`src/rtl/tdm_rx_pkg.sv`:
```
package tdm_rx_pkg;
  localparam int unsigned NCH = 2;
  typedef enum logic {CH_ZERO = 1'b0, CH_ONE = 1'b1} ch_t;
endpackage

```
`src/rtl/tdm_bit_deser.sv`:
```
module tdm_bit_deser #(
  parameter int SLOTS = 8,
  parameter int MAX_W = 32,
  localparam int LEN_W = $clog2(MAX_W),
  localparam int SLOT_W = $clog2(SLOTS),
  localparam int SLOT_CW = $clog2(SLOTS + 1)
) (
  input  logic               clk,
  input  logic               rst_n,
  input  logic               bclk_i,
  input  logic               fs_i,
  input  logic               sd_i,
  input  logic               rx_en_i,
  input  logic [LEN_W-1:0]   wlen_i,
  output logic               word_vld_o,
  output logic [SLOT_W-1:0]  word_slot_o,
  output logic [MAX_W-1:0]   word_o
);
  logic               bclk_q;
  logic               samp;
  logic [LEN_W-1:0]   bit_q, bit_cur;
  logic [SLOT_CW-1:0] slot_q, slot_cur;
  logic               armed_q, armed_nxt;
  logic [MAX_W-1:0]   sh_q, sh_nxt, len_mask;
  logic               last_bit, in_frame;

  // a rising bit-clock edge seen in the system clock domain
  assign samp = bclk_i & ~bclk_q;

  always_comb begin
    bit_cur   = fs_i ? '0 : bit_q;
    slot_cur  = fs_i ? '0 : slot_q;
    sh_nxt    = fs_i ? {{(MAX_W-1){1'b0}}, sd_i} : {sh_q[MAX_W-2:0], sd_i};
    armed_nxt = rx_en_i & (armed_q | fs_i);
    last_bit  = (bit_cur == wlen_i);
    in_frame  = (slot_cur < SLOT_CW'(SLOTS));
    for (int i = 0; i < MAX_W; i++) len_mask[i] = (i <= int'(wlen_i));
  end

  assign word_vld_o  = samp & armed_nxt & last_bit & in_frame;
  assign word_slot_o = slot_cur[SLOT_W-1:0];
  assign word_o      = sh_nxt & len_mask;

  always_ff @(posedge clk) begin
    if (!rst_n) begin
      bclk_q  <= 1'b0;
      bit_q   <= '0;
      slot_q  <= '0;
      armed_q <= 1'b0;
      sh_q    <= '0;
    end else begin
      bclk_q <= bclk_i;
      if (samp) begin
        sh_q    <= sh_nxt;
        armed_q <= armed_nxt;
        if (last_bit) begin
          bit_q  <= '0;
          slot_q <= in_frame ? slot_cur + 1'b1 : slot_cur;
        end else begin
          bit_q  <= bit_cur + 1'b1;
          slot_q <= slot_cur;
        end
      end else begin
        armed_q <= armed_q & rx_en_i;
      end
    end
  end

  AST_NO_WORD_IDLE: assert property (@(posedge clk) disable iff (!rst_n)
    !rx_en_i |-> !word_vld_o);
endmodule

```
`src/rtl/tdm_slot_router.sv`:
```
module tdm_slot_router
  import tdm_rx_pkg::*;
#(
  parameter int SLOTS = 8,
  parameter int MAX_W = 32,
  localparam int SLOT_W = $clog2(SLOTS)
) (
  input  logic              clk,
  input  logic              rst_n,
  input  logic              word_vld_i,
  input  logic [SLOT_W-1:0] word_slot_i,
  input  logic [MAX_W-1:0]  word_i,
  input  logic [SLOTS-1:0]  slot_mask_i,
  input  logic              rx_en_i,
  input  logic              two_ch_i,
  output logic [NCH-1:0]    wr_en_o,
  output logic [MAX_W-1:0]  wr_data_o
);
  ch_t  sel_q, target;
  logic keep;

  assign keep      = word_vld_i & slot_mask_i[word_slot_i];
  assign target    = two_ch_i ? sel_q : CH_ZERO;
  assign wr_data_o = word_i;

  for (genvar c = 0; c < NCH; c++) begin : g_wr
    assign wr_en_o[c] = keep & (target == ch_t'(c));
  end

  always_ff @(posedge clk) begin
    if (!rst_n || !rx_en_i) sel_q <= CH_ZERO;
    else if (keep && two_ch_i) sel_q <= (sel_q == CH_ZERO) ? CH_ONE : CH_ZERO;
  end

  AST_ONE_TARGET: assert property (@(posedge clk) disable iff (!rst_n)
    $onehot0(wr_en_o));
  AST_SINGLE_CH: assert property (@(posedge clk) disable iff (!rst_n)
    !two_ch_i |-> !wr_en_o[1]);
  AST_PTR_HOME: assert property (@(posedge clk) disable iff (!rst_n)
    !rx_en_i |=> sel_q == CH_ZERO);
  AST_MASKED_DROP: assert property (@(posedge clk) disable iff (!rst_n)
    (word_vld_i && !slot_mask_i[word_slot_i]) |-> wr_en_o == '0);
endmodule

```
`src/rtl/tdm_rx_fifo.sv`:
```
module tdm_rx_fifo #(
  parameter int DEPTH = 8,
  parameter int WIDTH = 32,
  localparam int PTR_W = $clog2(DEPTH),
  localparam int CNT_W = $clog2(DEPTH + 1)
) (
  input  logic             clk,
  input  logic             rst_n,
  input  logic             run_i,
  input  logic             wr_en_i,
  input  logic [WIDTH-1:0] wr_data_i,
  input  logic             rd_ready_i,
  output logic             rd_valid_o,
  output logic [WIDTH-1:0] rd_data_o,
  output logic [CNT_W-1:0] level_o,
  output logic             ovr_o
);
  logic [WIDTH-1:0] mem [DEPTH];
  logic [PTR_W-1:0] wr_ptr, rd_ptr;
  logic [CNT_W-1:0] level_q;
  logic             is_full, push, pop, ovr_q;

  assign is_full    = (level_q == CNT_W'(DEPTH));
  assign push       = wr_en_i & ~is_full;
  assign rd_valid_o = (level_q != '0);
  assign pop        = rd_valid_o & rd_ready_i;
  assign rd_data_o  = mem[rd_ptr];
  assign level_o    = level_q;
  assign ovr_o      = ovr_q;

  always_ff @(posedge clk) begin
    if (push) mem[wr_ptr] <= wr_data_i;
  end

  always_ff @(posedge clk) begin
    if (!rst_n) begin
      wr_ptr  <= '0;
      rd_ptr  <= '0;
      level_q <= '0;
      ovr_q   <= 1'b0;
    end else begin
      if (push) wr_ptr <= wr_ptr + 1'b1;
      if (pop)  rd_ptr <= rd_ptr + 1'b1;
      case ({push, pop})
        2'b10:   level_q <= level_q + 1'b1;
        2'b01:   level_q <= level_q - 1'b1;
        default: level_q <= level_q;
      endcase
      if (!run_i) ovr_q <= 1'b0;
      else if (wr_en_i && is_full) ovr_q <= 1'b1;
    end
  end

  AST_NO_OVERFLOW: assert property (@(posedge clk) disable iff (!rst_n)
    level_q <= CNT_W'(DEPTH));
  AST_HOLD_HEAD: assert property (@(posedge clk) disable iff (!rst_n)
    (rd_valid_o && !rd_ready_i) |=> (rd_valid_o && $stable(rd_data_o)));
  AST_OVR_STICKY: assert property (@(posedge clk) disable iff (!rst_n)
    (ovr_q && run_i) |=> ovr_q);
endmodule

```
`src/rtl/tdm_slot_rx.sv`:
```
module tdm_slot_rx
  import tdm_rx_pkg::*;
#(
  parameter int SLOTS = 8,
  parameter int MAX_W = 32,
  parameter int DEPTH = 8,
  localparam int LEN_W = $clog2(MAX_W),
  localparam int CNT_W = $clog2(DEPTH + 1)
) (
  input  logic                 clk,
  input  logic                 rst_n,
  input  logic                 bclk_i,
  input  logic                 fs_i,
  input  logic                 sd_i,
  input  logic                 rx_en_i,
  input  logic                 two_ch_i,
  input  logic [LEN_W-1:0]     wlen_i,
  input  logic [SLOTS-1:0]     slot_mask_i,
  input  logic [CNT_W-1:0]     thr_i,
  input  logic [1:0]           irq_en_i,
  input  logic [1:0]           rd_ready_i,
  output logic [1:0]           rd_valid_o,
  output logic [2*MAX_W-1:0]   rd_data_o,
  output logic [1:0]           full_o,
  output logic [1:0]           ovr_o,
  output logic [1:0]           irq_o
);
  localparam int SLOT_W = $clog2(SLOTS);

  logic              word_vld;
  logic [SLOT_W-1:0] word_slot;
  logic [MAX_W-1:0]  word, wr_data;
  logic [NCH-1:0]    wr_en;

  tdm_bit_deser #(.SLOTS(SLOTS), .MAX_W(MAX_W)) u_deser (
    .clk(clk), .rst_n(rst_n), .bclk_i(bclk_i), .fs_i(fs_i), .sd_i(sd_i),
    .rx_en_i(rx_en_i), .wlen_i(wlen_i), .word_vld_o(word_vld),
    .word_slot_o(word_slot), .word_o(word));

  tdm_slot_router #(.SLOTS(SLOTS), .MAX_W(MAX_W)) u_router (
    .clk(clk), .rst_n(rst_n), .word_vld_i(word_vld), .word_slot_i(word_slot),
    .word_i(word), .slot_mask_i(slot_mask_i), .rx_en_i(rx_en_i),
    .two_ch_i(two_ch_i), .wr_en_o(wr_en), .wr_data_o(wr_data));

  for (genvar c = 0; c < NCH; c++) begin : g_ch
    logic [CNT_W-1:0] level;
    tdm_rx_fifo #(.DEPTH(DEPTH), .WIDTH(MAX_W)) u_fifo (
      .clk(clk), .rst_n(rst_n), .run_i(rx_en_i), .wr_en_i(wr_en[c]),
      .wr_data_i(wr_data), .rd_ready_i(rd_ready_i[c]),
      .rd_valid_o(rd_valid_o[c]), .rd_data_o(rd_data_o[c*MAX_W +: MAX_W]),
      .level_o(level), .ovr_o(ovr_o[c]));
    assign full_o[c] = (level >= thr_i);
    assign irq_o[c]  = full_o[c] & irq_en_i[c];
  end
endmodule

```
`config.mk`:
```
export PLATFORM = sky130hd
export DESIGN_NAME = tdm_slot_rx
export DESIGN_NICKNAME = d
export VERILOG_FILES = /design/src/rtl/tdm_rx_pkg.sv /design/src/rtl/tdm_bit_deser.sv /design/src/rtl/tdm_slot_router.sv /design/src/rtl/tdm_rx_fifo.sv /design/src/rtl/tdm_slot_rx.sv
export SDC_FILE = /design/constraint.sdc
export NUM_CORES = 1
export LEC_CHECK = 0
export ABC_CLOCK_PERIOD_IN_PS = 6000
export CAP_MARGIN = 20
export CORE_MARGIN = 3
export CORE_UTILIZATION = 57
export CTS_CLUSTER_DIAMETER = 150
export DETAILED_ROUTE_END_ITERATION = 10
export DONT_BUFFER_PORTS = 1
export PLACE_DENSITY_LB_ADDON = 0.12
export SLEW_MARGIN = 20
export SYNTH_ARGS = -nofsm -noshare
export SYNTH_HDL_FRONTEND = slang
export SYNTH_SLANG_ARGS = --single-unit
export TNS_END_PERCENT = 10
```
`constraint.sdc`:
```
create_clock -name clk -period 6 [get_ports clk]
set_clock_uncertainty 0.15 [all_clocks]
set_input_delay 1.2 -clock clk [delete_from_list [all_inputs] [get_ports clk]]
set_output_delay 1.2 -clock clk [all_outputs]
set_load 0.05 [all_outputs]
```
==> out/metrics.csv, run 1 <==
metric,value,unit
1st-iter DRT viols,901,
#FFs+latches synth,583,
PwrDens,298,nW/um^2
ys flop type,edfxtp_1,
RSZ-0062 raised after global routing,no,
Fin. Hold Viols,0,
Initial Utilization,0.582,
Post-synth EDFFs,512,
Leakage,8.13,nW
area of the multi-input gates,6310,um^2
CP arrival,2.98,ns
clk_lat worst skew,0.60,ns
CTS buffer count,56,
first-pass GRT wire length,71700,um
Synth Cell Area,23300,um^2
input/output buffers,0,
Routed wire per std cell,25.4,um
area post-placement,24100,um^2
TritonRoute pass-1 iters,5,
asr flop ratio synth,0,
CTS tree,built,
initial antenna violation count,0,
XOR/XNOR Fraction of Synth Area,0.00713,
post-CTS sizing,0,
diode count,0,
"Worst Path Class, Setup",reg -> out,
Compound-Gate Fraction of Synth Area,0.0277,
main combinational cell family by area after synthesis,multiplexers,
pre-CTS setup slack,1.46,ns
Vias,11255,
R2R Setup Slk,2.18,ns
drt total wl,46500,um
"Hold-fix buffers, CTS",0,
drc violations,0,
gr ovfl total,0,
DIE AREA,43400,um^2
WHS,0.313,ns
Setup Viol. Count Final,0,
gpl congestion,0.770,
crit path capture type,output port,
fmax,231,MHz
mean post-synth cell area,18.7,um^2
"Seq/Total Area, Yosys",0.720,
actual slew at the worst max-slew pin,1.06,ns
VDD IR max,219,uV
"Core Util, Final",0.643,
syn_nets,1298,
worst hold path class,reg -> reg,
clk root buf,clkbuf_16,
Final Cell Area,25800,um^2
clock-pin slew on the worst setup and hold paths,0.06,ns
clk buf depth,3,
max_cap viols,0,
Post-DRT Antenna Nets,0,
Filler Cell Count,2704,
postcts setup bufs,0,
Storage cell area,16800,um^2
All-Layer GR Usage,0.218,
multiplexer share of the synthesized area,0.160,
Vias/cell,6.15,
pin count of the biggest net entering global routing,72,
CP max FO,45,
post-synthesis simple-gate area fraction,0.0586,
floorplan row count,73,
synth unique cells,59,
outcome,finished clean,
core area,40100,um^2
Slew Limit Fails,0,
synth warn,0,
vias in the first global route,11531,
CP Data Required Time,4.65,ns
Tmin final,4.33,ns
fraction of layout cells with a size suffix above 1,0.256,
Top Ports,100,
number of clock sinks,583,
Final Worst Setup Slack,1.67,ns
die height,208,um
H-tree depth,2,
Total Nets Final,1314,
Die Wd,208,um
CP Launch Type,register,
Syn Inst Count,1250,
Synth Area in Adders,0.0107,
final worst path period share,0.722,
relative slew slack,0.294,
Area Overhead vs Synth,10.5,%
DP Wirelength,26700,um
-- flip-flops by register name, indices dropped and copies added, names as in the netlist, named ones only --
name and cells:
u_deser.bit_q 5, g_ch.u_fifo.level_o 8, g_ch.u_fifo.ovr_o 2, u_router.sel_q 1
u_deser.sh_q 31, g_ch.u_fifo.rd_ptr 6, u_deser.armed_q 1, g_ch.u_fifo.wr_ptr 6
u_deser.slot_q 4, u_deser.bclk_q 1, g_ch.u_fifo.mem 512
-- cell type report --
cell class	instances	share of cell area
sequential	583	0.652
timing repair buffer	34	0.0104
inverter	11	0.00160
clock buffer	67	0.0560
clock inverter	29	0.00942
multi-input combinational	580	0.245
tap	525	0.0255
-- cells in the final DEF, fill, tap and decap left out, types with 18 or more instances in the layout --
master	instances
nor2_1	18
mux4_2	128
dfxtp_1	65
buf_4	33
ha_1	20
and3_1	32
nor2b_1	37
clkbuf_16	56
nand2_1	53
a21oi_1	38
mux2_2	64
and2_1	23
edfxtp_1	512
-- stage by stage --
step | setup TNS, ns | std cells | power (mW)
after floorplan | -45.80 | 1250 | 4.50
after global placement | 0 | 1733 | 4.51
after detailed placement | 0 | 1733 | 4.51
after CTS | 0 | 1829 | 7.76
after global routing | 0 | 1829 | 7.93
final | 0 | 1829 | 7.69
-- worst paths after layout --
kind / start / end / depth (start not counted)
hold / removal: u_deser.sh_q[3]$_SDFFE_PN0P_ / u_deser.sh_q[3]$_SDFFE_PN0P_ / 2
hold reg to reg: u_deser.sh_q[3]$_SDFFE_PN0P_ / u_deser.sh_q[3]$_SDFFE_PN0P_ / 2
setup reg to reg: u_deser.slot_q[0]$_SDFFE_PN0P_ / g_ch[0].u_fifo.level_o[2]$_SDFFE_PN0P_ / 13
setup / recovery: register / rd_data_o[54] / 3
-- synth_stat cells (4+ instances only) --
| cell type | instances | share of area |
|---|---|---|
| inv_1 | 11 | 0.0018 |
| clkbuf_1 | 49 | 0.0079 |
| a21oi_1 | 44 | 0.0094 |
| mux4_2 | 128 | 0.12 |
| xor2_1 | 7 | 0.0026 |
| mux2_2 | 64 | 0.031 |
| nor4b_1 | 8 | 0.0030 |
| xnor2_1 | 12 | 0.0045 |
| nand3b_1 | 4 | 0.0013 |
| buf_4 | 6 | 0.0019 |
| or3_1 | 8 | 0.0021 |
| nor2_1 | 20 | 0.0032 |
| a21o_1 | 8 | 0.0026 |
| nand3_1 | 8 | 0.0017 |
| and2_1 | 23 | 0.0062 |
| nor4_1 | 8 | 0.0021 |
| buf_2 | 13 | 0.0028 |
| dfxtp_1 | 71 | 0.061 |
| o21ai_0 | 12 | 0.0026 |
| and3_1 | 32 | 0.0086 |
| mux2i_1 | 7 | 0.0030 |
| buf_1 | 7 | 0.0011 |
| nor2b_1 | 38 | 0.010 |
| nand2b_1 | 12 | 0.0032 |
| or4_1 | 5 | 0.0016 |
| edfxtp_1 | 512 | 0.66 |
| nand2_1 | 53 | 0.0085 |
| ha_1 | 20 | 0.011 |
| a21boi_0 | 9 | 0.0029 |
-- power by group --
group | internal (mW) | switching, mW
Combinational | 0.0253 | 0.0437
Clock | 1.84 | 1.43
Sequential | 4.35 | 0.00321
Total | 6.21 | 1.48
-- per-layer routing --
metal	track usage	vias to the layer above	routed length [um]
li1	-	5016	-
met1	0.318	5892	20300
met2	0.347	290	22500
met3	0.0475	57	2880
met4	0.0456	0	741
met5	0	-	0
-- kinds of logic after synthesis --
kind of cell / count (synthesis)
adder cells (fa/ha/maj): 20
multiplexers: 201
AO/OA/AOI/OAI: 102
flip-flops: 583
XOR/XNOR: 19
buffers and inverters: 87
AND/OR/NAND/NOR: 238
-- worst max-delay path, cell delays in order, from the launching register on --
cell and delay (ns):
dfxtp_4 0.96, buf_4 0.39, mux4_2 0.55, mux2_2 0.43
No activity file was read; power rests on OpenSTA's default activity.
==> inputs of run 2 (changes only) <==
ABC_AREA = 1   (was unset)
ABC_CLOCK_PERIOD_IN_PS = 4300   (was 6000)
CORE_UTILIZATION = 60   (was 57)
clock period = 4.3 ns   (was 6 ns; I/O delays follow)
==> out/metrics.csv, run 2 <==
metric,value,unit
Synth top cells by count,"517 x nor2_1, 512 x edfxtp_1, 310 x o21ai_0, 106 x nand2_1, 97 x clkbuf_1",
Net Sw Frac,0.373,
number of clock sinks,583,
crit path capture type,output port,
clock-pin slew on the worst setup and hold paths,0.06,ns
R2R Setup Slk,1.38,ns
crit path cell chain,buf_4 -> o21ai_0 -> o22ai_1 -> nor2_1 -> a31oi_1 -> buf_4,
DP Wirelength,32500,um
critical path's largest stage delay,0.57,ns
critical path's most frequent cell,buf_4,
Vias,15720,
Leakage,9.51,nW
Routed wire per std cell,20.7,um
"Worst Path Class, Setup",reg -> out,
outcome,finished clean,
die height,204,um
total internal power,10.4,mW
FF-to-FF path depth,12,
H-tree depth,2,
final worst path period share,0.879,
ys flop type,edfxtp_1,
clk root buf,clkbuf_16,
worst hold stages,0,
first-pass GRT wire length,85100,um
dominant cells by area after synthesis,"edfxtp_1 66%, nor2_1 8.3%, o21ai_0 6.6%",
clk_lat worst skew,0.59,ns
hold_sp,sd_i,
sequential power share,0.383,
Initial Utilization,0.615,
Sw Pwr,6.20,mW
RR Startpoint,u_deser.bclk_q$_SDFF_PN0_,
pin count of the biggest net entering global routing,129,
synth unique cells,35,
WP buf/inv,2,
Syn Inst Count,2025,
Die Wd,204,um
"Seq/Total Area, Yosys",0.717,
diode count,0,
max reg flops,512,
floorplan row count,71,
Post-DRT Antenna Nets,0,
Synth Cell Area,23400,um^2
VDD IR max,532,uV
Slew Limit Fails,0,
synth warn,0,
Post-synth EDFFs,512,
max_cap viols,0,
initial antenna violation count,1,
1st-iter DRT viols,1751,
most area-hungry cell type in the Yosys netlist,edfxtp_1,
gpl congestion,0.829,
most frequent cells in the layout,"512 x edfxtp_1, 499 x nor2_1, 310 x o21ai_0, 106 x nand2_1, 106 x buf_4",
RSZ-0062 raised after global routing,no,
worst reg2reg path endpoint,g_ch[0].u_fifo.level_o[3]$_SDFFE_PN0P_,
TritonRoute pass-1 iters,5,
mean post-synth cell area,11.6,um^2
most numerous cell in the Yosys netlist,nor2_1,
gr ovfl total,0,
core area,38100,um^2
fmax,264,MHz
#FFs+latches synth,583,
postcts setup bufs,0,
worst hold path class,in -> reg,
asr flop ratio synth,0,
CP Data Required Time,3.29,ns
cell family with most CP delay,compound AO/OA/AOI/OAI gates,
CTS buffer count,55,
clk buf depth,3,
relative slew slack,0.332,
Filler Cell Count,2664,
post-CTS sizing,0,
Setup Viol. Count Final,0,
CP max FO,64,
PwrDens,622,nW/um^2
Total Nets Final,2136,
Fin. Hold Viols,0,
"Hold-fix buffers, CTS",0,
Fin Setup TNS,0,ns
All-Layer GR Usage,0.264,
CP Launch Type,register,
DIE AREA,41500,um^2
syn_nets,2073,
Clk network pwr share,0.280,
Final Worst Setup Slack,0.518,ns
top cell type's share of synthesized area,0.656,
combinational power share,0.337,
drc violations,0,
"most common cell after layout, fill and taps aside",edfxtp_1,
CP arrival,2.77,ns
pre-CTS setup slack,0.572,ns
fraction of layout cells with a size suffix above 1,0.120,
Reg with most FFs,g_ch.u_fifo.mem,
Area Overhead vs Synth,14.0,%
critical path's slowest cell,buf_4,
worst hold path endpoint,g_ch[1].u_fifo.mem[3][0]$_DFFE_PP_,
Vias/cell,5.96,
drt total wl,54600,um
Tmin final,3.78,ns
CTS tree,built,
input/output buffers,0,
vias in the first global route,15176,
Top Ports,100,
"Core Util, Final",0.701,
actual slew at the worst max-slew pin,1.00,ns
run 2: changes by cell type after synthesis, sizes merged, moves of 48 or more:
cell,delta
a31oi,+61
clkbuf,+48
inv,+75
mux2,-64
mux4,-130
nand2,+55
nor2,+499
o21ai,+298
o22ai,+61
run 2: per-stage QoR:
step / instances / cell area (um^2) / hold slack [ns] / power, mW
finish: 2639 / 26700 / 0.219 / 16.6
global route: 2639 / 26700 / 0.194 / 17.3
floorplan: 2025 / 23400 / 0.276 / 10.4
detailed placement: 2542 / 25000 / 0.296 / 12.1
CTS: 2639 / 26700 / 0.185 / 16.7
global placement: 2542 / 25000 / 0.297 / 12.0
run 2: cell families after synthesis:
logic type	synth area share
compound gates	0.118
xor+xnor	0.00374
fa+ha+maj	0.0107
buf+inv	0.0346
flops	0.717
simple gates	0.116
run 2: area by class of cell:
cell class,count,area [um^2],area share
Timing Repair Buffer,126,1200,0.0448
Multi-Input combinational cell,1234,6040,0.226
Clock buffer,65,1420,0.0533
Sequential cell,583,16800,0.629
Tap cell,511,639,0.0239
Clock inverter,32,282,0.0105
Inverter,88,330,0.0124
run 2: how the worst max path moves through the flow:
stage,from,to,slack (ns),cells past startpoint
after floorplan,fs_i,g_ch[0].u_fifo.mem[0][0]$_DFFE_PP_,0.40,10
after global placement,fs_i,g_ch[0].u_fifo.level_o[2]$_SDFFE_PN0P_,0.69,14
after detailed placement,fs_i,g_ch[0].u_fifo.level_o[2]$_SDFFE_PN0P_,0.57,14
after CTS,register,rd_data_o[59],0.56,6
after global routing,register,rd_data_o[59],0.37,6
final,register,rd_data_o[52],0.52,6
run 2: worst reg2reg max path: stages, from the launching register on:
cell and delay (ns):
dfxtp_1 0.29, or2_2 0.43, nor2_1 0.13, nand3_1 0.13, nor2_4 0.27, nand3_1 0.22, ha_1 0.29, xor2_1 0.24
nand3_1 0.14, a21oi_1 0.14, o21ai_0 0.12, o21ai_0 0.19, a21oi_1 0.06
run 2: power by group through the flow:
| stage | logic (mW) | registers, mW | clock network [mW] |
|---|---|---|---|
| 2_1_floorplan | 4.08 | 6.37 | 0 |
| 3_3_place_gp | 5.50 | 6.48 | 0 |
| 3_5_place_dp | 5.59 | 6.49 | 0 |
| 4_1_cts | 5.61 | 6.36 | 4.70 |
| 5_1_grt | 6.05 | 6.38 | 4.91 |
| 6_report | 5.60 | 6.37 | 4.64 |
run 2: per-layer routing:
| layer | vias up | global-route usage | share of wire |
|---|---|---|---|
| li1 | 7335 | - | - |
| met1 | 7694 | 0.381 | 0.43 |
| met2 | 623 | 0.426 | 0.48 |
| met3 | 68 | 0.0402 | 0.075 |
| met4 | 0 | 0.0728 | 0.018 |
| met5 | - | 0 | 0 |
==> inputs of run 3 (changes only) <==
RECOVER_POWER = 100   (was unset)
==> out/metrics.csv, run 3 (synthesized netlist as in run 2, its figures left out) <==
metric,value,unit
crit path cell chain,buf_4 -> o21ai_0 -> o22ai_1 -> nor2_1 -> a31oi_1 -> clkbuf_1,
Storage cell area,16800,um^2
WHS,0.220,ns
fraction of layout cells with a size suffix above 1,0.0766,
All-Layer GR Usage,0.264,
diode count,0,
RSZ-0062 raised after global routing,no,
Fin Setup TNS,0,ns
CTS buffer count,55,
CP Launch Type,register,
Final Worst Setup Slack,0.306,ns
pin count of the biggest net entering global routing,129,
Total Nets Final,2136,
core area,38100,um^2
"Core Util, Final",0.689,
DIE AREA,41500,um^2
max reg flops,512,
outcome,"finished, violations left",
postcts setup bufs,0,
Die Wd,204,um
"Hold-fix buffers, CTS",0,
worst reg2reg path endpoint,g_ch[0].u_fifo.mem[1][29]$_DFFE_PP_,
gr ovfl total,0,
TritonRoute pass-1 iters,7,
worst hold path class,in -> reg,
hold_sp,sd_i,
floorplan row count,71,
critical path's slowest cell,buf_4,
fmax,250,MHz
gpl congestion,0.829,
Post-DRT Antenna Nets,0,
initial antenna violation count,1,
drt total wl,54500,um
H-tree depth,2,
first-pass GRT wire length,85100,um
VDD IR max,533,uV
critical path's largest stage delay,0.57,ns
"most common cell after layout, fill and taps aside",edfxtp_1,
R2R Setup Slk,1.03,ns
"Worst Path Class, Setup",reg -> out,
input/output buffers,0,
1st-iter DRT viols,1716,
actual slew at the worst max-slew pin,2.36,ns
clock-pin slew on the worst setup and hold paths,0.06,ns
crit path capture type,output port,
pre-CTS setup slack,0.572,ns
post-CTS sizing,0,
CP arrival,2.98,ns
final worst path period share,0.929,
Routed wire per std cell,20.7,um
CP max FO,64,
Vias/cell,5.96,
Leakage,9.23,nW
relative slew slack,-0.584,
FF-to-FF path depth,8,
clk buf depth,3,
Area Overhead vs Synth,11.9,%
die height,204,um
DP Wirelength,32500,um
Vias,15721,
max_cap viols,4,
most frequent cells in the layout,"512 x edfxtp_1, 506 x nor2_1, 310 x o21ai_0, 106 x nand2_1, 83 x inv_1",
area of the multi-input gates,5900,um^2
Setup Viol. Count Final,0,
Reg with most FFs,g_ch.u_fifo.mem,
Filler Cell Count,2774,
Initial Utilization,0.615,
PwrDens,623,nW/um^2
CTS tree,built,
drc violations,0,
Fin. Hold Viols,0,
Tmin final,3.99,ns
Worst Setup EP,rd_data_o[52],
clk root buf,clkbuf_16,
Top Ports,100,
failing checks,"capacitance limit, slew limit",
clk_lat worst skew,0.59,ns
Slew Limit Fails,116,
number of clock sinks,583,
CP Data Required Time,3.29,ns
vias in the first global route,15176,
RR Startpoint,u_deser.bclk_q$_SDFF_PN0_,
## run 3: metrics by stage
step / cell area [um^2] / total power [mW] / instances
detailed placement: 25000 / 12.1 / 2542
global placement: 25000 / 12.0 / 2542
finish: 26200 / 16.4 / 2639
floorplan: 23400 / 10.4 / 2025
global route: 26200 / 17.1 / 2639
CTS: 26700 / 16.7 / 2639
## run 3: power by group
part / switching (mW) / leakage [nW] / internal [mW] / total, mW
Sequential: 0.164 / 5.45 / 6.20 / 6.37
Combinational: 4.04 / 2.93 / 1.32 / 5.36
Clock: 1.98 / 0.849 / 2.65 / 4.63
Total: 6.18 / 9.23 / 10.2 / 16.4
## run 3: final cells by class
type	count	area share
clock buffer	65	0.0543
sequential	583	0.640
clock inverter	32	0.0107
timing repair buffer	126	0.0328
tap	511	0.0244
multi-input combinational	1234	0.225
inverter	88	0.0126
## run 3: per-layer routing
metal | vias up | part of all wire | global-route usage
met5 | - | 0 | 0
met1 | 7723 | 0.42 | 0.381
li1 | 7334 | - | -
met2 | 585 | 0.48 | 0.426
met4 | 0 | 0.020 | 0.0728
met3 | 79 | 0.076 | 0.0402
## run 3: critical path: cells and delay by family (launching register included)
kind | cells | cell delay (ns)
buffers and inverters | 2 | 1.09
flip-flops | 1 | 0.34
AND/OR/NAND/NOR | 1 | 0.08
AO/OA/AOI/OAI | 3 | 0.84
## run 3: how the worst min path moves through the flow
stage	cells after the start	to	slack [ns]
2_1_floorplan	2	u_deser.armed_q$_SDFF_PN0_	0.28
3_3_place_gp	2	u_deser.sh_q[0]$_SDFFE_PN0P_	0.30
3_5_place_dp	2	u_deser.armed_q$_SDFF_PN0_	0.30
4_1_cts	0	g_ch[1].u_fifo.mem[6][0]$_DFFE_PP_	0.19
5_1_grt	0	g_ch[0].u_fifo.mem[0][0]$_DFFE_PP_	0.19
6_report	0	g_ch[1].u_fifo.mem[6][0]$_DFFE_PP_	0.22
